`config.mk`:
```
export PLATFORM = sky130hd
export DESIGN_NAME = locality_arbiter
export DESIGN_NICKNAME = d
export VERILOG_FILES = /design/src/rtl/locarb_pkg.sv /design/src/rtl/locarb_decode.sv /design/src/rtl/locarb_prio.sv /design/src/rtl/locarb_readback.sv /design/src/rtl/locality_arbiter.sv
export SDC_FILE = /design/constraint.sdc
export NUM_CORES = 1
export LEC_CHECK = 0
export ABC_AREA = 1
export BUFFER_PORTS_ARGS = -buffer_cell sky130_fd_sc_hd__buf_2
export CAP_MARGIN = 20
export CORE_UTILIZATION = 30
export CTS_CLUSTER_SIZE = 25
export DETAILED_ROUTE_END_ITERATION = 10
export PLACE_DENSITY = 0.6
export SLEW_MARGIN = 5
export SYNTH_ARGS = -nofsm -noshare
export SYNTH_HDL_FRONTEND = slang
export SYNTH_SLANG_ARGS = --single-unit
```
`constraint.sdc`:
```
create_clock -name clk -period 2.7 [get_ports clk]
set_input_delay 0.135 -clock clk [delete_from_list [all_inputs] [get_ports clk]]
set_output_delay 0.135 -clock clk [all_outputs]
set_load 0.05 [all_outputs]
```
`src/rtl/locarb_pkg.sv`:
```
package locarb_pkg;
    localparam int LOC_W = 3;
    localparam int NSLOT = 1 << LOC_W;
    localparam logic [LOC_W-1:0] LOC_NONE = 3'd7;

    localparam int B_VALID = 7;
    localparam int B_ACT   = 5;
    localparam int B_BEEN  = 4;
    localparam int B_SEIZE = 3;
    localparam int B_PEND  = 2;
    localparam int B_REQ   = 1;
    localparam int B_EST   = 0;

    typedef enum logic [1:0] {
        ST_FREE  = 2'd0,
        ST_OWNED = 2'd1,
        ST_ABORT = 2'd2
    } arb_state_e;
endpackage

```
`src/rtl/locarb_decode.sv`:
```
module locarb_decode
    import locarb_pkg::*;
#(
    parameter int ADDR_W  = 15,
    parameter int LOC_LSB = 12,
    parameter int NUM_LOC = 5,
    parameter int HW_LOC  = 4
) (
    input  logic [ADDR_W-1:0] addr,
    input  logic              wr,
    input  logic              hw,
    output logic [LOC_W-1:0]  loc,
    output logic              loc_ok,
    output logic              reg_hit,
    output logic              wr_ok
);
    assign loc     = addr[LOC_LSB +: LOC_W];
    assign loc_ok  = (int'(loc) < NUM_LOC);
    assign reg_hit = (addr[LOC_LSB-1:0] == '0);
    assign wr_ok   = wr && loc_ok && reg_hit && ((int'(loc) != HW_LOC) || hw);
endmodule

```
`src/rtl/locarb_prio.sv`:
```
module locarb_prio
    import locarb_pkg::*;
#(
    parameter int NUM_LOC = 5
) (
    input  logic [NSLOT-1:0] vec,
    output logic             found,
    output logic [LOC_W-1:0] idx
);
    always_comb begin
        found = 1'b0;
        idx   = LOC_NONE;
        for (int i = 0; i < NSLOT; i++) begin
            if (i < NUM_LOC && vec[i]) begin
                found = 1'b1;
                idx   = LOC_W'(i);
            end
        end
    end
endmodule

```
`src/rtl/locarb_readback.sv`:
```
module locarb_readback
    import locarb_pkg::*;
#(
    parameter int NUM_LOC = 5
) (
    input  logic [LOC_W-1:0] loc,
    input  logic             sel_ok,
    input  logic [LOC_W-1:0] owner,
    input  logic [NSLOT-1:0] req,
    input  logic [NSLOT-1:0] been,
    input  logic             estab,
    output logic [7:0]       rdata
);
    logic pend;

    always_comb begin
        pend = 1'b0;
        for (int i = 0; i < NSLOT; i++) begin
            if (i < NUM_LOC && i != int'(loc) && req[i]) pend = 1'b1;
        end
    end

    always_comb begin
        rdata = 8'hFF;
        if (sel_ok) begin
            rdata          = 8'h00;
            rdata[B_VALID] = 1'b1;
            rdata[B_ACT]   = (owner == loc);
            rdata[B_BEEN]  = been[loc];
            rdata[B_PEND]  = pend;
            rdata[B_REQ]   = req[loc];
            rdata[B_EST]   = estab;
        end
    end
endmodule

```
`src/rtl/locality_arbiter.sv`:
```
module locality_arbiter
    import locarb_pkg::*;
#(
    parameter int ADDR_W  = 15,
    parameter int LOC_LSB = 12,
    parameter int NUM_LOC = 5,
    parameter int HW_LOC  = 4
) (
    input  logic              clk,
    input  logic              rst_n,
    input  logic              bus_wr,
    input  logic [ADDR_W-1:0] bus_addr,
    input  logic [7:0]        bus_wdata,
    input  logic              bus_hw,
    output logic [7:0]        bus_rdata,
    input  logic              estab_in,
    input  logic              cmd_busy,
    input  logic              abort_done,
    output logic [LOC_W-1:0]  active_loc,
    output logic              loc_chg,
    output logic              abort_req
);
    arb_state_e       st_q, st_n;
    logic [LOC_W-1:0] act_q, act_n, nxt_q, nxt_n;
    logic [NSLOT-1:0] req_q, req_n, sz_q, sz_n, bs_q, bs_n;
    logic             evt_q, evt_n;

    logic [LOC_W-1:0] wl;
    logic             wl_ok, wl_hit, wok;
    logic             pr_found;
    logic [LOC_W-1:0] pr_idx;
    logic [7:0]       wv;
    logic             hi_sz, seize_ok;
    logic             want_ho, hand;
    logic [LOC_W-1:0] ho_tgt, tgt;

    locarb_decode #(
        .ADDR_W (ADDR_W),
        .LOC_LSB(LOC_LSB),
        .NUM_LOC(NUM_LOC),
        .HW_LOC (HW_LOC)
    ) u_dec (
        .addr   (bus_addr),
        .wr     (bus_wr),
        .hw     (bus_hw),
        .loc    (wl),
        .loc_ok (wl_ok),
        .reg_hit(wl_hit),
        .wr_ok  (wok)
    );

    locarb_prio #(.NUM_LOC(NUM_LOC)) u_prio (
        .vec  (req_q),
        .found(pr_found),
        .idx  (pr_idx)
    );

    locarb_readback #(.NUM_LOC(NUM_LOC)) u_rb (
        .loc   (wl),
        .sel_ok(wl_ok && wl_hit),
        .owner (act_q),
        .req   (req_q),
        .been  (bs_q),
        .estab (estab_in),
        .rdata (bus_rdata)
    );

    // A seize write drops its request and release bits.
    always_comb begin
        wv = bus_wdata;
        if (wv[B_SEIZE]) begin
            wv[B_REQ] = 1'b0;
            wv[B_ACT] = 1'b0;
        end
    end

    always_comb begin
        hi_sz = 1'b0;
        for (int i = 0; i < NSLOT; i++) begin
            if (i > int'(wl) && sz_q[i]) hi_sz = 1'b1;
        end
    end

    assign seize_ok = ((act_q == LOC_NONE) || (wl > act_q)) && !sz_q[wl] && !hi_sz;

    // Next-state and flag update logic.
    always_comb begin
        st_n    = st_q;
        act_n   = act_q;
        nxt_n   = nxt_q;
        req_n   = req_q;
        sz_n    = sz_q;
        bs_n    = bs_q;
        evt_n   = 1'b0;
        want_ho = 1'b0;
        ho_tgt  = LOC_NONE;
        hand    = 1'b0;
        tgt     = LOC_NONE;

        if (wok) begin
            if (wv[B_ACT]) begin
                if (act_q == wl) begin
                    if (st_q != ST_ABORT) begin
                        if (pr_found) begin
                            want_ho = 1'b1;
                            ho_tgt  = pr_idx;
                        end else begin
                            act_n = LOC_NONE;
                            st_n  = ST_FREE;
                        end
                    end
                end else begin
                    req_n[wl] = 1'b0;
                end
            end
            if (wv[B_BEEN]) bs_n[wl] = 1'b0;
            if (wv[B_SEIZE] && seize_ok) begin
                for (int i = 0; i < NSLOT; i++) begin
                    if (i < int'(wl)) sz_n[i] = 1'b0;
                end
                sz_n[wl] = 1'b1;
                want_ho  = 1'b1;
                ho_tgt   = wl;
            end
            if (wv[B_REQ] && act_q != wl) begin
                if (act_q != LOC_NONE) begin
                    req_n[wl] = 1'b1;
                end else begin
                    want_ho = 1'b1;
                    ho_tgt  = wl;
                end
            end
        end

        unique case (st_q)
            ST_ABORT: begin
                if (want_ho) nxt_n = ho_tgt;
                if (abort_done) begin
                    hand = 1'b1;
                    tgt  = nxt_n;
                end
            end
            ST_FREE, ST_OWNED: begin
                if (want_ho) begin
                    if (act_q != LOC_NONE && cmd_busy) begin
                        st_n  = ST_ABORT;
                        nxt_n = ho_tgt;
                    end else begin
                        hand = 1'b1;
                        tgt  = ho_tgt;
                    end
                end
            end
            default: st_n = ST_FREE;
        endcase

        if (hand) begin
            if (act_q != LOC_NONE && act_q != tgt) begin
                if (sz_n[tgt]) bs_n[act_q]  = 1'b1;
                else           req_n[act_q] = 1'b0;
            end
            req_n[tgt] = 1'b0;
            sz_n[tgt]  = 1'b0;
            act_n      = tgt;
            st_n       = ST_OWNED;
            nxt_n      = LOC_NONE;
            evt_n      = (act_q != tgt);
        end
    end

    // State register.
    always_ff @(posedge clk or negedge rst_n) begin
        if (!rst_n) begin
            st_q  <= ST_FREE;
            act_q <= LOC_NONE;
            nxt_q <= LOC_NONE;
            req_q <= '0;
            sz_q  <= '0;
            bs_q  <= '0;
            evt_q <= 1'b0;
        end else begin
            st_q  <= st_n;
            act_q <= act_n;
            nxt_q <= nxt_n;
            req_q <= req_n;
            sz_q  <= sz_n;
            bs_q  <= bs_n;
            evt_q <= evt_n;
        end
    end

    // Outputs.
    always_comb begin
        active_loc = act_q;
        loc_chg    = evt_q;
        abort_req  = (st_q == ST_ABORT);
    end


    abort_hold_chk: assert property (@(posedge clk) disable iff (!rst_n)
        abort_req && !abort_done |=> abort_req);


    abort_owner_chk: assert property (@(posedge clk) disable iff (!rst_n)
        abort_req && !abort_done |=> $stable(active_loc));


    chg_owner_chk: assert property (@(posedge clk) disable iff (!rst_n)
        loc_chg |-> active_loc != LOC_NONE);


    chg_moved_chk: assert property (@(posedge clk) disable iff (!rst_n)
        loc_chg |-> active_loc != $past(active_loc));


    seize_single_chk: assert property (@(posedge clk) disable iff (!rst_n)
        $onehot0(sz_q));


    owner_range_chk: assert property (@(posedge clk) disable iff (!rst_n)
        (int'(active_loc) < NUM_LOC) || (active_loc == LOC_NONE));


    free_state_chk: assert property (@(posedge clk) disable iff (!rst_n)
        (st_q == ST_FREE) == (active_loc == LOC_NONE));
endmodule

```
# --- Yosys cells after proc, flatten, opt, wreduce, memory -nomap -nowiden ---
# Cells that the tools add are included.
word_totals:
  output_inout_bits: 13
  register_bits: 33
  inputBits: 30
  wordCells: 219
classes:
  magnitude_cmp: 22
  bitwise: 11
  n_mux: 123
  eq_ne: 16
  n_reduce_logical: 40
ops:
  columns: ["cell", "n"]
  rows:
  - ["$mux 8", 18]
  - ["$mux 3", 26]
  - ["$mux 1", 59]
  - ["$and 8x8->8", 5]
  - ["$logic_and 1x1->1", 25]
  - ["$not 8->8", 3]
  - ["$or 8x8->8", 3]
  - ["$mux 2", 8]
  - ["$bmux 1 s3", 4]
  - ["$gt 3x3->1 const A", 4]
  - ["$logic_not 12->1", 1]
  - ["$lt 3x4->1 const B", 3]
  - ["$ne 3x3->1 const B", 4]
  - ["$pmux 3 s2", 2]
  - ["$demux 1 s3", 3]
  - ["$ge 3x1->1 const B", 3]
  - ["$lt 3x3->1 const A", 3]
  - ["$ne 3x3->1 const A", 3]
  - ["$reduce_bool 2->1", 4]
  - ["$mux 7", 1]
  - ["$gt 2x3->1 const A", 2]
  - ["$lt 1x3->1 const A", 2]
  - ["$lt 2x3->1 const A", 2]
  - ["$ne 3x3->1", 2]
  - ["other kinds (19)", 22]

# --- Logic depth before layout (Yosys ltp) ---
# Gate-level depths: netlist of run 1.
depth:
  depth_word: 26
  depth_mapped: 26
  mapped_depth_nobuf: 24

# --- Cells and area by module ---
# Synthesis of run 1 repeated with hierarchy kept, for this count alone.
unflattened:
  hier_cells: 437
  area_unflattened_um2: 2798.9
by_module_without_submodules:
  columns: ["mod", "cells_per_inst", "instances", "area_per_inst_um2", "seq_area_each_um2"]
  rows:
  - ["locality_arbiter", 331, 1, 2297.2, 833.3]
  - ["locarb_readback", 72, 1, 346.6, 0.0]
  - ["locarb_decode", 20, 1, 91.3, 0.0]
  - ["locarb_prio", 14, 1, 63.8, 0.0]

# --- Least setup slack after synthesis of run 1 ---
# OpenSTA, ideal clock, no wires.
synth_timing:
  path_kind: "flip-flop to flip-flop"
  from: "register act_q[2] (netlist: active_loc[2])"
  to: "register req_q[1]"
  n_path_buf: 2
  setup_time_ps: 119
  slack_ps: -376
  arrival_ps: 2957
  stages_incl_launch_ff: 22
  t_required_ps: 2581
  period_less_slack_ps: 3076
  path_cell_list: "dfstp_2 buf_2 inv_1 ha_1 nand3_1 nand2_1 nand2_1 nand2_1 inv_1 nand3_4 nand3_4 nand3_4 nor2_8 nand2_4 nand2_4 buf_6 nand2_1 nand3_1 nand2_1 nand2_2 nand2_4 o21a_1"
synth_via:
  elab_chain_cells: 19
  word_cells_on_any_way: 62
  classes_between: "order compare (5); eq/ne (5); mux (38); bitwise (5); reduce/logical (9)"
synth_lines:
  columns: ["element", "line_no", "text"]
  rows:
  - ["start, declared", "locality_arbiter.sv:24", "logic [LOC_W-1:0] act_q, act_n, nxt_q, nxt_n;"]
  - ["start signal, assigned", "locality_arbiter.sv:183", "act_q <= act_n;"]
  - ["$gt 3x3->1 / $eq 3x3->1 (equally long branches)", "locality_arbiter.sv:84", "assign seize_ok = ((act_q == LOC_NONE) || (wl > act_q)) && !sz_q[wl] && !hi_sz;"]
  - ["$logic_or 1x1->1", "locality_arbiter.sv:84", null]
  - ["$logic_and 1x1->1 (2 in series)", "locality_arbiter.sv:84", null]
  - ["$logic_and 1x1->1", "locality_arbiter.sv:117", "if (wv[B_SEIZE] && seize_ok) begin"]
  - ["$mux 3 / $mux 1 (equally long branches)", "locality_arbiter.sv:117", null]
  - ["$mux 3 / $mux 1 (equally long branches)", "locality_arbiter.sv:126", "if (act_q != LOC_NONE) begin"]
  - ["$mux 3 / $mux 1 (equally long branches)", "locality_arbiter.sv:125", "if (wv[B_REQ] && act_q != wl) begin"]
  - ["$mux 3 / $mux 1 (equally long branches)", "locality_arbiter.sv:100", "if (wok) begin"]
  - ["(+3 left out)", null, null]
  - ["$lt 3x4->1 (not written as such), or another cell as far along", "locality_arbiter.sv:162", "req_n[tgt] = 1'b0;"]
  - ["$logic_and 1x1->1 (not written as such) / $mux 1 (equally long branches)", "locality_arbiter.sv:162, locality_arbiter.sv:159", null]
  - ["$mux 1 (not written as such) / $mux 8 (equally long branches)", "locality_arbiter.sv:162, locality_arbiter.sv:159", null]
  - ["$demux 1 s3 / $mux 8 (equally long branches)", "locality_arbiter.sv:162, locality_arbiter.sv:158", null]
  - ["$not 8->8 (no source line) / $mux 8 (equally long branches)", null, null]
  - ["$and 8x8->8 (no source line)", null, null]
  - ["$mux 8 (*)", "locality_arbiter.sv:157", "if (hand) begin"]
  - ["named net req_n[1]", "locality_arbiter.sv:25", "logic [NSLOT-1:0] req_q, req_n, sz_q, sz_n, bs_q, bs_n;"]
  - ["end signal, assigned", "locality_arbiter.sv:185", "req_q <= req_n;"]
  - ["end, declared", "locality_arbiter.sv:25", null]
# The timed path passes the listed nets; every way through them passes the cells marked *. The select of a mux whose other input is x is not followed.
# A chain may end at the register's enable or synchronous reset.

# --- Final worst setup path of run 1 ---
layout_timing:
  from: "register act_q[1] (netlist: active_loc[1])"
  to: "register bs_q[0]"
layout_via:
  elab_chain_cells: 17
  word_cells_on_any_way: 46
  classes_between: "order compare (3); eq/ne (5); mux (29); bitwise (1); reduce/logical (8)"
layout_lines:
  columns: ["element", "line_no", "text"]
  rows:
  - ["$gt 3x3->1 / $eq 3x3->1 (equally long branches)", "locality_arbiter.sv:84", null]
  - ["$logic_or 1x1->1", "locality_arbiter.sv:84", null]
  - ["$logic_and 1x1->1 (2 in series)", "locality_arbiter.sv:84", null]
  - ["$logic_and 1x1->1", "locality_arbiter.sv:117", null]
  - ["$mux 3 / $mux 1 (equally long branches)", "locality_arbiter.sv:117", null]
  - ["$mux 3 / $mux 1 (equally long branches)", "locality_arbiter.sv:126", null]
  - ["$mux 3 / $mux 1 (equally long branches)", "locality_arbiter.sv:125", null]
  - ["$mux 3 / $mux 1 (equally long branches)", "locality_arbiter.sv:100", null]
  - ["$mux 3, on equally long branches", "locality_arbiter.sv:145, locality_arbiter.sv:137", null]
  - ["$mux 3, on equally long branches", "locality_arbiter.sv:144, locality_arbiter.sv:138", null]
  - ["$pmux 3 s2", "locality_arbiter.sv:135", "unique case (st_q)"]
  - ["$bmux 1 s3", "locality_arbiter.sv:159", "if (sz_n[tgt]) bs_n[act_q] = 1'b1;"]
  - ["$mux 1 (not written as such)", "locality_arbiter.sv:159", null]
  - ["$mux 8", "locality_arbiter.sv:159", null]
  - ["$mux 8", "locality_arbiter.sv:158", "if (act_q != LOC_NONE && act_q != tgt) begin"]
  - ["$mux 8 (*)", "locality_arbiter.sv:157", null]
  - ["named net bs_n[0]", "locality_arbiter.sv:25", null]
  - ["end signal, assigned", "locality_arbiter.sv:187", "bs_q <= bs_n;"]
  - ["end, declared", "locality_arbiter.sv:25", null]
# Marked as above.

==> impl_metrics.json, run 1 <==
{
  "status": "finished, violations left",
  "violations": "design-rule violations, negative setup slack",
  "synth.largest_area_cell": "dfrtp_1",
  "synth_fp_nets": 432,
  "hold_violations": 0,
  "relSlewSlack_pct": 47.1,
  "maxCapViolations": 0,
  "fin_crit_ns": 2.82,
  "grt_usage_pct": 20.1,
  "critPathCaptureType": "flip-flop",
  "die_x_um": 96.5,
  "place_ws_ns": -0.130,
  "coreArea_sq_um": 8680,
  "arrival_ns": 3.01,
  "criticalPathCategory": "flip-flop to flip-flop",
  "power_uw": 995,
  "start_util_pct": 30.9,
  "antenna_found_initial": 0,
  "cts_tree": "built",
  "final_antenna_net_count": 0,
  "ir_worst_vdd_mv": 0.136,
  "hold_class": "input port to flip-flop",
  "grt-ovfl-total": 0,
  "synthArstFlopShare_pct": 100,
  "syn_avg_cell_area_sq_um": 6.71,
  "power.density_nw_per_um2": 273,
  "num_rows": 34,
  "p_leak_uw": 0.00193,
  "routedWlPerCell_um": 15.0,
  "grt_pass1_wl_mm": 13.9,
  "cp_cell_sequence": "inv_4, ha_4, nand3_2, nand2_1, nand2_1, nand2_1, nand2_1, inv_2, nand3_4, nand3_4, nand3_4, nor2_8, nand2_2, nand2_4, nand2_1, nand2_1, nand3_2, nand2_4, clkinvlp_4, nand3_2, nand2_1",
  "grt_max_degree": 34,
  "clock_skew_ns": 0.00359,
  "ys_ff_latch": 33,
  "finalWeightedCongestion": 0.897,
  "clk_pin_slew_ns": 0.07,
  "numCtsBuffers": 5,
  "initialDrtViolationCount": 145,
  "antennaDiodeCount": 0,
  "fmax_mhz": 354,
  "clock_latency_ns": 0.29,
  "synthFlopType": "dfrtp_1",
  "yosys_warnings": 0,
  "yosysSeqAreaShare_pct": 31.1,
  "viasPerCell": 4.99,
  "synth_common_cells": "nand2_1 (99), inv_1 (62), nand3_1 (35), nor2_1 (35), dfrtp_1 (27)",
  "maxSlewViolCount": 0,
  "ios": 43,
  "synth-edff-count": 0,
  "worst_path_dominant_cell_family": "simple AND/OR/NAND/NOR gates",
  "dieArea_sq_um": 9310,
  "max_stage_delay_ns": 0.63,
  "hpwlAfterDp_mm": 6.96,
  "worstMarginPinSlew_ns": 0.793,
  "synthToLayoutAreaGrowth_pct": 36.0,
  "grt_setup_unrepaired": "true",
  "synth_most_common_cell": "nand2_1",
  "synth_cell_types": 41,
  "path_common_cell": "nand2_1",
  "vias": 2957,
  "wl_mm": 8.91,
  "ctsLongestPathBuffers": 2,
  "drc_errors": 1,
  "setup_ws_ns": -0.124,
  "drive_gt1_share_pct": 37.1,
  "cp-start-kind": "flip-flop",
  "die_y_um": 96.5,
  "synth_area_leaders": "dfrtp_1 (25%), nand2_1 (14%), inv_1 (8.7%)",
  "finalSetupViolations": 16,
  "yosys.area.top_type_share_pct": 25.2,
  "crit_required_ns": 2.88,
  "finalNetCount": 517,
  "crit_buf_inv": 3,
  "netlist_area_sq_um": 2680,
  "htree_levels": 2,
  "worstPathMaxFanout": 6,
  "period_share_pct": 105,
  "grt_pass1_vias": 2783,
  "clockRootBuffer": "clkbuf_8",
  "io_buffer_count": 37,
  "cp_slowest_cell": "dfstp_4",
  "drtPass1Iterations": 7,
  "syn_inst": 399,
  "cts.sinks": 33
}
==> routing by layer <==
| layer | wire length, um | vias to the layer above | track usage [%] | share of wire (%) |
|---|---|---|---|---|
| li1 | - | 1461 | - | - |
| met1 | 3980 | 1390 | 26.4 | 45 |
| met2 | 4340 | 90 | 34.6 | 49 |
| met3 | 390 | 16 | 2.58 | 4.4 |
| met4 | 194 | 0 | 5.51 | 2.2 |
| met5 | 0 | - | 0 | 0 |
==> where the power goes <==
group          internal, uW  switching (uW)
clock                   179             201
sequential              494          0.0507
combinational          43.7            77.6
==> layout make-up <==
class,instances,area (sq um)
fillers,947,5030
repair inverters,1,7.51
flip-flops and latches,33,837
clock inverters,2,10.0
well taps,108,135
repair buffers,87,563
inverters,68,268
multi-input cells,288,1750
clock buffers,6,72.6
==> worst reg2reg max path, cell delays in order, from the launching register on <==
cell        delay, ns
dfstp_4          0.63
inv_4            0.04
ha_4             0.27
nand3_2          0.05
nand2_1          0.05
nand2_1          0.05
nand2_1          0.06
nand2_1          0.06
inv_2            0.08
nand3_4          0.11
nand3_4          0.13
nand3_4          0.12
nor2_8           0.17
nand2_2          0.10
nand2_4          0.09
nand2_1          0.05
nand2_1          0.08
nand3_2          0.10
nand2_4          0.11
clkinvlp_4       0.18
nand3_2          0.13
nand2_1          0.06
==> flip-flops by register name, summed over array words and instances (netlist names) <==
register / cells
bs_q: 8
req_q: 8
sz_q: 8
active_loc: 3
nxt_q: 3
st_q: 2
loc_chg: 1
==> cell families (layout without fill, tap and decap cells) <==
group / count (synthesis) / in the layout / synth area share, %
AO/OA/AOI/OAI: 61 / 61 / 13.0
flip-flops: 33 / 33 / 31.1
AND/OR/NAND/NOR: 223 / 223 / 41.7
adder cells (fa/ha/maj): 3 / 3 / 1.40
other: 1 / 1 / 0.140
buffers and inverters: 78 / 164 / 12.7
==> cells in the final DEF (no fill, tap or decap), drive strengths merged, types with 2 or more instances in the layout <==
cell / count
a22oi: 2
ha: 3
nand4: 9
nor3: 12
clkbuf: 6
o211ai: 2
inv: 68
buf: 86
a211oi: 2
a21oi: 14
a31oi: 7
nor4: 2
nand3: 40
o21ai: 25
o22ai: 4
nand2: 116
dfstp: 6
nor2: 41
dfrtp: 27
clkinv: 2
==> worst paths after layout <==
check	startpoint	cells past startpoint	end	slack, ns
setup / recovery	active_loc[1]	21	bs_q[0]	-0.12
hold / removal	bus_wdata[4]	4	bs_q[0]	0.22
setup reg to reg	active_loc[1]	21	bs_q[0]	-0.12
hold reg to reg	bs_q[7]	0	bs_q[7]	0.38
max in group asynchronous	rst_n	2	bs_q[0]	1.71
min in group asynchronous	rst_n	2	st_q[0]	0.48
==> stage by stage <==
stage          instance area [sq um]  utilization (%)  std cells  hold WS [ns]  TNS [ns]
4_1_cts                         3510             40.4        592         0.212    -0.521
2_1_floorplan                   2740                -        399        -0.161     -1.55
6_report                        3640             42.0        593         0.215     -1.08
3_5_place_dp                    3270             37.7        574         0.258     -1.45
5_1_grt                         3640             42.0        593         0.228     -4.84
3_3_place_gp                    3270             37.7        574         0.252     -1.03
==> what timing repair did <==
item / in CTS / in global routing
pin swaps: 28 / 19
endpoints found under the setup margin: 16 / 27
gates resized for setup: 23 / 30
endpoints found under the hold margin: 27 / 0
setup buffers: 9 / 2
cloned: 1 / 0
hold buffers: 1 / 0
Note: power is estimated with default switching activity, not from simulation.
==> inputs of run 2 (changes only) <==
--- a/config.mk
+++ b/config.mk
@@ -5,13 +5,12 @@
 export SDC_FILE = /design/constraint.sdc
 export NUM_CORES = 1
 export LEC_CHECK = 0
-export ABC_AREA = 1
 export BUFFER_PORTS_ARGS = -buffer_cell sky130_fd_sc_hd__buf_2
 export CAP_MARGIN = 20
 export CORE_UTILIZATION = 30
 export CTS_CLUSTER_SIZE = 25
 export DETAILED_ROUTE_END_ITERATION = 10
-export PLACE_DENSITY = 0.6
+export PLACE_DENSITY = 0.61
 export SLEW_MARGIN = 5
 export SYNTH_ARGS = -nofsm -noshare
 export SYNTH_HDL_FRONTEND = slang
==> impl_metrics.json, run 2 <==
{
  "fillers": 790,
  "design_area_sq_um": 3930,
  "fin_crit_ns": 3.25,
  "setup_ws_ns": -0.551,
  "r2r_end": "req_q[2]",
  "ys_ff_latch": 33,
  "critPathCaptureType": "flip-flop",
  "rrSetupSlack_ns": -0.55,
  "clkPwrFrac_pct": 42.3,
  "numCtsBuffers": 5,
  "power.density_nw_per_um2": 298,
  "hold_violations": 0,
  "grt_usage_pct": 21.7,
  "ctsLongestPathBuffers": 2,
  "arrival_ns": 3.45,
  "num_rows": 33,
  "finalNetCount": 440,
  "p_leak_uw": 0.00171,
  "coreArea_sq_um": 8260,
  "synthFlopType": "dfrtp_1",
  "synth_area_leaders": "dfrtp_1 (26%), dfstp_2 (6.1%), o21ai_0 (5.2%)",
  "drc_errors": 0,
  "synth_fp_nets": 329,
  "layout_common_cells": "buf_4 (78), buf_2 (37), dfrtp_1 (26), nand2_1 (24), nor2_1 (23)",
  "vias": 2871,
  "cp-start-kind": "flip-flop",
  "area.sequential_sq_um": 835,
  "cts_tree": "built",
  "maxSlewViolCount": 0,
  "dieArea_sq_um": 8970,
  "cts.sinks": 33,
  "grt_max_degree": 34,
  "grt_pass1_vias": 2865,
  "hold_class": "input port to flip-flop",
  "clk_pin_slew_ns": 0.08,
  "ir_worst_vdd_mv": 0.164,
  "worstMarginPinSlew_ns": 0.772,
  "postPlaceCellArea_sq_um": 3520,
  "htree_levels": 2,
  "finalWeightedCongestion": 0.932,
  "grt_setup_unrepaired": "true",
  "synth_common_cells": "dfrtp_1 (27), o21ai_0 (27), nand2_1 (25), nor2_1 (24), a21oi_1 (16)",
  "yosysSeqAreaShare_pct": 32.3,
  "die_y_um": 94.7,
  "start_util_pct": 31.2,
  "synth.largest_area_cell": "dfrtp_1",
  "crit_required_ns": 2.90,
  "reg_top3": "bs_q (8), req_q (8), sz_q (8)",
  "die_x_um": 94.7,
  "setup_tns_ns": -9.19,
  "hpwlAfterDp_mm": 7.08,
  "synthToLayoutAreaGrowth_pct": 52.3,
  "yosys_warnings": 0,
  "grt-ovfl-total": 0,
  "combPwrFrac_pct": 15.0,
  "routedWlPerCell_um": 18.2,
  "syn_avg_cell_area_sq_um": 8.72,
  "hold_path_depth": 3,
  "grt_pass1_wl_mm": 14.7,
  "final_common_cell": "buf_4",
  "syn_inst": 296,
  "min_from": "abort_done",
  "viasPerCell": 5.60,
  "antennaDiodeCount": 0,
  "p_sw_share_pct": 25.2,
  "ios": 43,
  "worstPathMaxFanout": 7,
  "intPower_uw": 877,
  "reg2reg_depth": 13,
  "p_seq_share_pct": 42.7,
  "switchingPower_uw": 296,
  "maxCapViolations": 0,
  "wl_mm": 9.33,
  "relSlewSlack_pct": 48.5,
  "place_ws_ns": -0.537,
  "clockRootBuffer": "clkbuf_8",
  "synth-edff-count": 0,
  "criticalPathCategory": "flip-flop to flip-flop",
  "antenna_found_initial": 0,
  "synthArstFlopShare_pct": 100,
  "io_buffer_count": 37,
  "violations": "negative setup slack",
  "drtPass1Iterations": 5,
  "clock_latency_ns": 0.29,
  "period_share_pct": 120,
  "fmax_mhz": 308,
  "dp_cells": 496,
  "clock_skew_ns": 0.00803,
  "netlist_area_sq_um": 2580,
  "yosys.area.top_type_share_pct": 26.2,
  "startpoint": "active_loc[2]",
  "finalSetupViolations": 24,
  "synth_cell_types": 67,
  "status": "finished, violations left",
  "multi_input_area_sq_um": 1900,
  "initialDrtViolationCount": 199,
  "r2r-start": "active_loc[2]",
  "final_antenna_net_count": 0,
  "worstSetupEndpoint": "req_q[2]",
  "instances_no_fill": 513,
  "drive_gt1_share_pct": 46.1
}
run 2: what timing repair did:
item,4_1_cts,5_1_grt
endpoints found under the hold margin,27,0
cloned,0,0
hold buffers,1,0
setup endpoints to repair,29,29
gates resized for setup,22,24
setup buffers,1,7
pin swaps,7,4
run 2: power groups by stage:
stage / sequential [uW] / combinational (uW) / clock [uW]
6_report: 501 / 176 / 496
5_1_grt: 501 / 189 / 522
4_1_cts: 500 / 165 / 502
3_5_place_dp: 510 / 156 / 0
3_3_place_gp: 510 / 155 / 0
2_1_floorplan: 512 / 72.9 / 0
run 2: final cells by class:
type	count	area share [%]
well taps	105	3.34
repair buffers	124	22.7
flip-flops and latches	33	21.2
multi-input cells	232	48.4
inverters	11	1.24
clock buffers	6	2.10
clock inverters	2	0.955
run 2: kinds of logic (layout without fill, tap and decap cells):
group | after synthesis | in the layout | synth area share, %
adders and majority gates | 3 | 3 | 1.46
DFF | 33 | 33 | 32.3
muxes | 14 | 14 | 9.12
other | 1 | 1 | 0.145
AOI/OAI and AO/OA | 110 | 110 | 30.3
xor gates and xnor gates | 3 | 3 | 1.02
and+or+nand+nor | 101 | 101 | 19.9
buffers and inverters | 31 | 143 | 5.82
run 2: worst max-delay path, stage by stage (launching register included):
cell and delay [ns]:
dfstp_2 0.57, inv_6 0.04, ha_4 0.28, nand3_4 0.08, or3_4 0.39, o21ai_4 0.17
or2_4 0.14, o221ai_4 0.09, a211oi_2 0.22, buf_4 0.18, mux2_4 0.32, mux2i_4 0.25
mux2i_4 0.16, a221oi_2 0.26
run 2: routing by layer:
metal / vias up / track usage, % / routed length [um]
met2: 115 / 36.2 / 4540
li1: 1337 / - / -
met1: 1397 / 28.0 / 3940
met4: 0 / 7.58 / 288
met3: 22 / 3.78 / 561
met5: - / 0 / 0
run 2: how the worst min path moves through the flow:
| stage | slack [ns] | endpoint |
|---|---|---|
| after floorplan | -0.16 | bs_q[0] |
| after global placement | 0.26 | loc_chg |
| after detailed placement | 0.26 | loc_chg |
| after CTS | 0.18 | st_q[0] |
| after global routing | 0.22 | bs_q[2] |
| final | 0.19 | st_q[0] |
run 2: metrics by stage:
| stage | hold WS [ns] | total power, uW | utilization, % |
|---|---|---|---|
| after floorplan | -0.161 | 585 | - |
| after global placement | 0.257 | 665 | 42.6 |
| after detailed placement | 0.256 | 666 | 42.6 |
| after CTS | 0.181 | 1170 | 45.5 |
| after global routing | 0.222 | 1210 | 47.6 |
| final | 0.190 | 1170 | 47.6 |
==> inputs of run 3 (changes only) <==
==> constraint.sdc (replaced) <==
create_clock -name clk -period 2.7 [get_ports clk]
set_input_delay 0.135 -clock clk [delete_from_list [all_inputs] [get_ports clk]]
set_output_delay 0.135 -clock clk [all_outputs]
set_load 0.02 [all_outputs]
==> impl_metrics.json, run 3 (synthesized netlist as in run 2, its figures left out) <==
{
  "final_antenna_net_count": 0,
  "instances_no_fill": 528,
  "ir_worst_vdd_mv": 0.247,
  "synthToLayoutAreaGrowth_pct": 59.7,
  "critPathCaptureType": "flip-flop",
  "clock_latency_ns": 0.30,
  "grt-ovfl-total": 0,
  "p_seq_share_pct": 42.0,
  "initialDrtViolationCount": 120,
  "cts.sinks": 33,
  "period_share_pct": 123,
  "violations": "negative setup slack",
  "grt_pass1_wl_mm": 13.9,
  "htree_levels": 2,
  "clk_pin_slew_ns": 0.08,
  "startpoint": "active_loc[2]",
  "maxSlewViolCount": 0,
  "start_util_pct": 31.2,
  "antenna_found_initial": 0,
  "antennaDiodeCount": 0,
  "grt_pass1_vias": 2772,
  "fmax_mhz": 300,
  "finalWeightedCongestion": 0.858,
  "combPwrFrac_pct": 14.8,
  "dp_cells": 505,
  "postPlaceCellArea_sq_um": 3590,
  "routedWlPerCell_um": 17.6,
  "clockRootBuffer": "clkbuf_8",
  "clkPwrFrac_pct": 43.2,
  "r2r-start": "active_loc[2]",
  "reg_top3": "bs_q (8), req_q (8), sz_q (8)",
  "hold_path_depth": 3,
  "power.density_nw_per_um2": 289,
  "p_leak_uw": 0.00179,
  "worstMarginPinSlew_ns": 0.774,
  "final_common_cell": "buf_4",
  "drive_gt1_share_pct": 51.1,
  "worstPathMaxFanout": 7,
  "clock_skew_ns": 0.00746,
  "p_sw_share_pct": 26.0,
  "setup_ws_ns": -0.631,
  "viasPerCell": 5.56,
  "wl_mm": 9.29,
  "relSlewSlack_pct": 48.4,
  "drc_errors": 0,
  "design_area_sq_um": 4120,
  "ios": 43,
  "crit_required_ns": 2.91,
  "cts_tree": "built",
  "cp-start-kind": "flip-flop",
  "hold_violations": 0,
  "ctsLongestPathBuffers": 2,
  "vias": 2935,
  "dieArea_sq_um": 8970,
  "grt_usage_pct": 20.6,
  "coreArea_sq_um": 8260,
  "final_core_util_pct": 49.9,
  "arrival_ns": 3.54,
  "fillers": 749,
  "finalSetupViolations": 25,
  "min_from": "abort_done",
  "fin_crit_ns": 3.33,
  "power_uw": 1190,
  "intPower_uw": 881,
  "finalNetCount": 455,
  "grt_setup_unrepaired": "true",
  "die_y_um": 94.7,
  "io_buffer_count": 37,
  "reg2reg_depth": 13,
  "die_x_um": 94.7,
  "status": "finished, violations left",
  "hpwlAfterDp_mm": 6.89,
  "criticalPathCategory": "flip-flop to flip-flop",
  "numCtsBuffers": 5,
  "hold_class": "input port to flip-flop",
  "num_rows": 33,
  "layout_common_cells": "buf_4 (87), buf_2 (37), dfrtp_1 (27), nand2_1 (23), nor2_1 (22)",
  "switchingPower_uw": 310,
  "drtPass1Iterations": 5,
  "maxCapViolations": 0,
  "grt_max_degree": 34
}
-- run 3: cell count changes in the layout (fill, tap and decap cells not counted), sizes merged --
cell  delta
buf     +15
-- run 3: per-layer routing --
layer | up-vias | track usage, % | share of wire [%]
met3 | 31 | 4.11 | 6.2
met5 | - | 0 | 0
met2 | 134 | 35.1 | 49
li1 | 1362 | - | -
met4 | 0 | 8.59 | 3.8
met1 | 1408 | 25.2 | 41
-- run 3: stage by stage --
stage	hold slack [ns]	TNS [ns]	setup WS (ns)
final	0.177	-10.89	-0.631
after detailed placement	0.255	-12.10	-0.636
after CTS	0.164	-10.84	-0.585
after floorplan	-0.161	-9.08	-0.569
after global placement	0.243	-10.78	-0.543
after global routing	0.168	-13.41	-0.722
-- run 3: path summary, 6_finish.rpt --
| path | to | slack [ns] |
|---|---|---|
| max | req_q[2] | -0.63 |
| min | st_q[0] | 0.18 |
| max reg2reg | req_q[2] | -0.63 |
| min reg2reg | bs_q[7] | 0.38 |
| max in group asynchronous | sz_q[0] | 1.76 |
| min in group asynchronous | req_q[4] | 0.45 |
-- run 3: power groups by stage --
stage               clock (uW)  combinational [uW]  sequential (uW)
global route               541                 190              501
CTS                        516                 159              500
floorplan                    0                71.0              510
detailed placement           0                 150              510
global placement             0                 147              510
finish                     514                 176              500
-- run 3: cell type report --
class / count / area (sq um) / share of cell area (%)
multi-input combinational: 232 / 1950 / 47.4
inverter: 11 / 48.8 / 1.18
clock inverter: 2 / 37.5 / 0.911
sequential: 33 / 833 / 20.2
clock buffer: 6 / 82.6 / 2.00
tap: 105 / 131 / 3.19
timing repair buffer: 139 / 1030 / 25.1
-- run 3: timing repair --
action	4_1_cts	5_1_grt
setup endpoints to repair	31	31
gates resized for setup	24	43
setup buffers	4	11
pin swaps	11	14
hold buffers	1	0
hold endpoints to repair	27	0
-- run 3: worst max-delay path: stages, from the launching register on --
cell and delay [ns]:
dfstp_2 0.57, inv_6 0.04, ha_4 0.29, nand2_2 0.06, o21ai_2 0.15, a21oi_4 0.09, nor4_4 0.31, buf_4 0.21
o221ai_4 0.13, a211oi_4 0.32, mux2_4 0.35, mux2i_4 0.28, mux2i_4 0.17, a221oi_2 0.27
